<file path="src/rtl/stb_pkg.sv">
package stb_pkg;
   localparam int QUES_BIT = 3;
   localparam int MAV_BIT  = 4;
   localparam int STD_BIT  = 5;
   localparam int MSS_BIT  = 6;
   localparam int OPER_BIT = 7;
   localparam int STB_W    = 8;

   typedef enum logic [2:0] {
      ADR_QPTR = 3'd0,
      ADR_QNTR = 3'd1,
      ADR_QENA = 3'd2,
      ADR_OPTR = 3'd3,
      ADR_ONTR = 3'd4,
      ADR_OENA = 3'd5,
      ADR_SRE  = 3'd6
   } stb_adr_e;
endpackage

</file>
<file path="src/rtl/stb_evt_group.sv">
module stb_evt_group #(
   parameter int W = 16
) (
   input  logic         clk,
   input  logic         rst_n,
   input  logic [W-1:0] cond,
   input  logic         wr_ptr,
   input  logic         wr_ntr,
   input  logic         wr_ena,
   input  logic [W-1:0] wr_data,
   input  logic         clr,
   output logic [W-1:0] evt,
   output logic         summary
);
   logic [W-1:0] prev, ptr, ntr, ena, set_bits;

   if (W < 1) begin : g_bad_w
      $error("stb_evt_group: W must be at least 1");
   end

   for (genvar b = 0; b < W; b++) begin : g_bit
      assign set_bits[b] = (cond[b] & ~prev[b] & ptr[b]) |
                           (~cond[b] & prev[b] & ntr[b]);
   end

   always_ff @(posedge clk or negedge rst_n) begin
      if (!rst_n) begin
         prev <= '0;
         ptr  <= '1;
         ntr  <= '0;
         ena  <= '0;
         evt  <= '0;
      end else begin
         prev <= cond;
         if (wr_ptr) ptr <= wr_data;
         if (wr_ntr) ntr <= wr_data;
         if (wr_ena) ena <= wr_data;
         evt <= (clr ? '0 : evt) | set_bits;
      end
   end

   assign summary = |(evt & ena);

   // a clear with no fresh transition empties the register
   a_r6_clear_empties: assert property (@(posedge clk) disable iff (!rst_n)
      (clr && set_bits == '0) |=> evt == '0);
   // a filtered transition is latched at the next edge
   a_r7_latch_edge: assert property (@(posedge clk) disable iff (!rst_n)
      (|set_bits) |=> ((evt & $past(set_bits)) == $past(set_bits)));
   // without a clear, event bits are sticky
   a_r7_sticky: assert property (@(posedge clk) disable iff (!rst_n)
      !clr |=> ((evt & $past(evt)) == $past(evt)));
endmodule

</file>
<file path="src/rtl/stb_msg_fifo.sv">
module stb_msg_fifo #(
   parameter int DEPTH = 16,
   parameter int DW    = 8
) (
   input  logic          clk,
   input  logic          rst_n,
   input  logic          push,
   input  logic [DW-1:0] push_data,
   input  logic          pop,
   output logic [DW-1:0] pop_data,
   output logic          not_empty,
   output logic          ovf
);
   localparam int AW = (DEPTH > 1) ? $clog2(DEPTH) : 1;
   localparam logic [AW:0] CNT_FULL = (AW + 1)'(DEPTH);

   if (DEPTH < 2 || (DEPTH & (DEPTH - 1)) != 0) begin : g_bad_depth
      $error("stb_msg_fifo: DEPTH must be a power of two, at least 2");
   end

   logic [DW-1:0] mem [DEPTH];
   logic [AW-1:0] wp, rp;
   logic [AW:0]   cnt;
   logic          full, push_ok, pop_ok;

   assign full      = (cnt == CNT_FULL);
   assign not_empty = (cnt != '0);
   assign push_ok   = push && !full;
   assign pop_ok    = pop && not_empty;
   assign pop_data  = not_empty ? mem[rp] : '0;

   always_ff @(posedge clk) begin
      if (push_ok) mem[wp] <= push_data;
   end

   always_ff @(posedge clk or negedge rst_n) begin
      if (!rst_n) begin
         wp  <= '0;
         rp  <= '0;
         cnt <= '0;
         ovf <= 1'b0;
      end else begin
         if (push_ok) wp <= wp + 1'b1;
         if (pop_ok)  rp <= rp + 1'b1;
         cnt <= cnt + (AW + 1)'(push_ok) - (AW + 1)'(pop_ok);
         ovf <= push && full;
      end
   end

   // a push into a full queue is dropped and flagged
   a_r9_full_drop: assert property (@(posedge clk) disable iff (!rst_n)
      (full && push && !pop) |=> (ovf && cnt == CNT_FULL));
   // a push into an empty queue makes it non-empty
   a_r5_push_fills: assert property (@(posedge clk) disable iff (!rst_n)
      (!not_empty && push) |=> not_empty);
   // a pop on an empty queue leaves it empty
   a_r10_pop_empty: assert property (@(posedge clk) disable iff (!rst_n)
      (!not_empty && pop && !push) |=> !not_empty);
endmodule

</file>
<file path="src/rtl/stb_srq_latch.sv">
module stb_srq_latch import stb_pkg::*; (
   input  logic             clk,
   input  logic             rst_n,
   input  logic [STB_W-1:0] stb_bits,
   input  logic [STB_W-1:0] sre,
   input  logic             poll,
   output logic             mss,
   output logic             rqs
);
   logic mss_q, mss_rise;

   assign mss      = |(stb_bits & sre & ~(STB_W'(1) << MSS_BIT));
   assign mss_rise = mss && !mss_q;

   always_ff @(posedge clk or negedge rst_n) begin
      if (!rst_n) begin
         mss_q <= 1'b0;
         rqs   <= 1'b0;
      end else begin
         mss_q <= mss;
         if (mss_rise)  rqs <= 1'b1;
         else if (poll) rqs <= 1'b0;
      end
   end

   // a rising master summary latches a request
   a_r3_rise_sets: assert property (@(posedge clk) disable iff (!rst_n)
      mss_rise |=> rqs);
   // no request appears without a rising master summary
   a_r3_no_spurious: assert property (@(posedge clk) disable iff (!rst_n)
      (!rqs && !mss_rise) |=> !rqs);
   // a serial poll clears the latched request
   a_r4_poll_clears: assert property (@(posedge clk) disable iff (!rst_n)
      (poll && !mss_rise) |=> !rqs);
endmodule

</file>
<file path="src/rtl/stb_core.sv">
module stb_core import stb_pkg::*; #(
   parameter int EVT_W      = 16,
   parameter int FIFO_DEPTH = 16,
   parameter int MSG_W      = 8
) (
   input  logic             clk,
   input  logic             rst_n,
   input  logic [EVT_W-1:0] ques_cond,
   input  logic [EVT_W-1:0] oper_cond,
   input  logic             std_evt_sum,
   input  logic             wr_en,
   input  logic [2:0]       wr_addr,
   input  logic [EVT_W-1:0] wr_data,
   input  logic             rd_ques_clr,
   input  logic             rd_oper_clr,
   output logic [EVT_W-1:0] ques_event,
   output logic [EVT_W-1:0] oper_event,
   input  logic             serial_poll,
   output logic [7:0]       stb_rdata,
   output logic             srq,
   input  logic             msg_push,
   input  logic [MSG_W-1:0] msg_push_data,
   input  logic             msg_pop,
   output logic [MSG_W-1:0] msg_pop_data,
   output logic             msg_ovf
);
   if (EVT_W < STB_W) begin : g_bad_evt_w
      $error("stb_core: EVT_W must cover the request enable width");
   end

   logic             ques_sum, oper_sum, mav, mss, rqs;
   logic [STB_W-1:0] sre, stb_bits;

   stb_evt_group #(.W(EVT_W)) i_ques (
      .clk(clk), .rst_n(rst_n), .cond(ques_cond),
      .wr_ptr(wr_en && wr_addr == ADR_QPTR),
      .wr_ntr(wr_en && wr_addr == ADR_QNTR),
      .wr_ena(wr_en && wr_addr == ADR_QENA),
      .wr_data(wr_data), .clr(rd_ques_clr),
      .evt(ques_event), .summary(ques_sum));

   stb_evt_group #(.W(EVT_W)) i_oper (
      .clk(clk), .rst_n(rst_n), .cond(oper_cond),
      .wr_ptr(wr_en && wr_addr == ADR_OPTR),
      .wr_ntr(wr_en && wr_addr == ADR_ONTR),
      .wr_ena(wr_en && wr_addr == ADR_OENA),
      .wr_data(wr_data), .clr(rd_oper_clr),
      .evt(oper_event), .summary(oper_sum));

   stb_msg_fifo #(.DEPTH(FIFO_DEPTH), .DW(MSG_W)) i_fifo (
      .clk(clk), .rst_n(rst_n),
      .push(msg_push), .push_data(msg_push_data),
      .pop(msg_pop), .pop_data(msg_pop_data),
      .not_empty(mav), .ovf(msg_ovf));

   always_ff @(posedge clk or negedge rst_n) begin
      if (!rst_n)                          sre <= '0;
      else if (wr_en && wr_addr == ADR_SRE) sre <= wr_data[STB_W-1:0];
   end

   always_comb begin
      stb_bits           = '0;
      stb_bits[QUES_BIT] = ques_sum;
      stb_bits[MAV_BIT]  = mav;
      stb_bits[STD_BIT]  = std_evt_sum;
      stb_bits[OPER_BIT] = oper_sum;
   end

   stb_srq_latch i_srq (
      .clk(clk), .rst_n(rst_n), .stb_bits(stb_bits), .sre(sre),
      .poll(serial_poll), .mss(mss), .rqs(rqs));

   always_comb begin
      stb_rdata          = stb_bits;
      stb_rdata[MSS_BIT] = serial_poll ? rqs : mss;
   end

   assign srq = rqs;

   // a cycle with neither poll nor rising summary keeps the request
   a_r2_query_keeps: assert property (@(posedge clk) disable iff (!rst_n)
      (!serial_poll && srq) |=> srq);
   // bits 0 to 2 of the status byte are always zero
   a_r1_low_bits_zero: assert property (@(posedge clk) disable iff (!rst_n)
      stb_rdata[2:0] == 3'b000);
endmodule

</file>
<file path="config.mk">
export PLATFORM = sky130hd
export DESIGN_NAME = stb_core
export DESIGN_NICKNAME = d
export VERILOG_FILES = /design/src/rtl/stb_pkg.sv /design/src/rtl/stb_evt_group.sv /design/src/rtl/stb_msg_fifo.sv /design/src/rtl/stb_srq_latch.sv /design/src/rtl/stb_core.sv
export SDC_FILE = /design/constraint.sdc
export NUM_CORES = 1
export LEC_CHECK = 0
export CAP_MARGIN = 40
export CORE_UTILIZATION = 57
export DETAILED_ROUTE_END_ITERATION = 12
export DONT_BUFFER_PORTS = 1
export PLACE_DENSITY = 0.76
export SETUP_SLACK_MARGIN = 0.3
export SYNTH_ARGS = -nofsm -noshare
export SYNTH_HDL_FRONTEND = slang
export SYNTH_SLANG_ARGS = --single-unit
</file>
<file path="constraint.sdc">
create_clock -name clk -period 2.7 [get_ports clk]
set_input_delay 0.54 -clock clk [delete_from_list [all_inputs] [get_ports clk]]
set_output_delay 0.54 -clock clk [all_outputs]
set_load 0.03 [all_outputs]
</file>
==> results.json <==
{
  "async_reset_ff_frac": 0.5844,
  "synth-edff-count": 128,
  "grt_pass1_wl_mm": 41.69,
  "grt_max_degree": 181,
  "syn2layout_area_growth_pct": 18.92,
  "grt_use_total": 0.2556,
  "worstPathRequired_ns": 2.16,
  "netlist_area_um2": 12230,
  "clock_latency_ns": 0.55,
  "setup_tns_ns": -2.879,
  "cts_max_level": 1,
  "port_buffers": 0,
  "antenna_found_initial": 1,
  "drt_iter0_drc": 554,
  "cts_sinks": 308,
  "worst_pin_slew_ns": 0.5833,
  "arrival_ns": 2.55,
  "die_x_um": 148.5,
  "dp_hpwl_mm": 16.95,
  "hold_class": "input pin to asynchronous set/reset pin",
  "syn_avg_cell_area_um2": 16.94,
  "row_count": 53,
  "fmaxAchievable_ghz": 0.3239,
  "synth_cells": 722,
  "yosysTopAreaCell": "edfxtp_1",
  "cts_buffers": 31,
  "violations": "negative hold slack, negative setup slack",
  "grt_overflow": 0,
  "ys_seq_area_frac": 0.6858,
  "path_clk_slew_ns": 0.06,
  "drive_above_1_share": 0.3988,
  "pin_count": 118,
  "synthDominantCellAreaShare": 0.3143,
  "core_um2": 21020,
  "p_leak_nw": 5.596,
  "drv_slew": 0,
  "vias": 6776,
  "ant_nets": 0,
  "rsz0062_at_grt": "yes",
  "grt_pass1_vias": 7256,
  "wire_per_inst_um": 25.15,
  "firstDrtPassIters": 4,
  "yosys_warnings": 0,
  "start_kind": "flip-flop",
  "power_density_nw_per_um2": 1024,
  "synth_most_common_cell": "dfrtp_1",
  "hold_violations": 165,
  "critical_path.endpoint_type": "output port",
  "ys.flop_type": "dfrtp_1",
  "ir_worst_vdd_mv": 0.6557,
  "status": "complete, but fails checks",
  "pre_cts_slack_ns": 0.01873,
  "synth_area_leaders": "edfxtp_1, dfrtp_1, mux2_2",
  "relSlewSlack": 0.6091,
  "synth.ff_latch_count": 308,
  "whs_ns": -0.3148,
  "fin_worst_skew_ns": 0.01141,
  "drc": 0,
  "ys_top_cells_by_count": "dfrtp_1, edfxtp_1, mux2_2, mux4_2, nand2_1",
  "maxCapViolations": 0,
  "setup_ws_ns": -0.3870,
  "dieArea_um2": 22050,
  "clockBufferDepth": 3,
  "path_max_fanout": 5,
  "nets": 903,
  "root_buffer": "clkbuf_16",
  "min_period_ns": 3.087,
  "post-route-util": 0.6919,
  "viasPerCell": 6.050,
  "place_congestion": 0.8035,
  "totalWireLength_mm": 28.16,
  "start_util": 0.5818,
  "cts_tree": "done",
  "power_mw": 14.89,
  "finalSetupViolCount": 9,
  "synthDistinctLibCells": 38,
  "path_class": "flip-flop to output port",
  "die_y_um": 148.5,
  "fin_crit_sh": 1.143,
  "antenna_cells": 0
}
==> worst paths after layout <==
path                                     startpoint                         to  slack, ns  cells after the start
max                        i_fifo.rp[0]$_DFFE_PN0P_            msg_pop_data[7]      -0.39                      5
min reg2reg                i_ques.prev[4]$_DFF_PN0_    i_ques.evt[4]$_DFF_PN0_       0.47                      1
min                                           rst_n   i_oper.prev[3]$_DFF_PN0_      -0.31                      0
max in group asynchronous                     rst_n  i_oper.ptr[7]$_DFFE_PN1P_       2.64                      0
min in group clk                       ques_cond[5]   i_ques.prev[5]$_DFF_PN0_       0.02                      0
max reg2reg                 i_fifo.cnt[2]$_DFF_PN0_    i_fifo.cnt[4]$_DFF_PN0_       0.09                     16
==> flip-flops by register name, summed over array words and instances (netlist names), 16 cells and up <==
name,flops
i_oper.ena,16
i_oper.evt,16
i_oper.ntr,16
i_ques.ntr,16
i_ques.ptr,16
i_oper.prev,16
i_ques.evt,16
i_ques.prev,16
i_fifo.mem,128
i_ques.ena,16
i_oper.ptr,16
==> per-stage QoR <==
step | cells | hold WS (ns) | instance area, um^2
3_3_place_gp | 1019 | 0.2493 | 12850
6_report | 1120 | -0.3148 | 14540
2_1_floorplan | 724 | 0.2444 | 12280
5_1_grt | 1120 | -0.3361 | 14540
4_1_cts | 1109 | -0.3332 | 14360
3_5_place_dp | 1020 | 0.2482 | 12860
==> cell families (layout without fill, tap and decap cells) <==
group | count (synthesis) | after routing | share of synthesized area
DFF | 308 | 308 | 0.6858
adders and majority gates | 12 | 12 | 0.01289
other | 1 | 3 | 0.0003066
buffers and inverters | 47 | 168 | 0.01913
AOI/OAI and AO/OA | 56 | 56 | 0.03581
xor gates and xnor gates | 10 | 10 | 0.007162
and+or+nand+nor | 146 | 146 | 0.07130
muxes | 142 | 142 | 0.1676
==> where the power goes <==
part,internal (mW),switching (mW)
combinational,2.22,2.06
clock,2.56,1.76
sequential,5.73,0.563
==> layer usage <==
metal | track usage | share of wire | up-vias
li1 | - | - | 2903
met1 | 0.3468 | 0.40 | 3575
met2 | 0.4133 | 0.49 | 244
met3 | 0.05859 | 0.085 | 52
met4 | 0.07938 | 0.022 | 2
met5 | 0 | 0.00053 | -
==> what timing repair did <==
action / in CTS / in global routing
hold buffers: 16 / 7
pin swaps: 7 / 4
resized for setup: 42 / 12
buffers inserted: 15 / 3
endpoints found under the setup margin: 54 / 139
cloned: 3 / 1
endpoints found under the hold margin: 196 / 187
==> critical path, cell delays in order (launching register included) <==
cell and delay (ns):
dfrtp_2 0.42, buf_4 0.16, buf_12 0.13, mux4_2 0.55
mux4_2 0.51, and2_4 0.22
==> final cells by class <==
class                      count  area (um^2)
fill                        1309         6477
clock inverter                16        187.7
tap                          275        344.1
inverter                      17        63.81
sequential                   308         8391
clock buffer                  39        837.1
multi-input combinational    369         3772
timing repair buffer          96        948.4
==> placed cells by master (no fill, tap or decap), drive strengths merged, types with 6 or more instances in the layout <==
cell type    Yosys  final
nand2b          34     34
edfxtp         128    128
ha              11     11
inv             17     17
a221oi           8      8
clkinv           0      8
and2            17     17
nor2             6      6
mux2           102    102
mux4            40     40
nand3b          32     32
clkbuf          12     40
nand2           37     37
o211ai          32     32
dfrtp          148    148
dlygate4sd3      0     23
dfstp           32     32
buf             18     72
xnor2            8      8
nor3             6      6
a22o            10     10
Power figures use the tool's default switching activity.
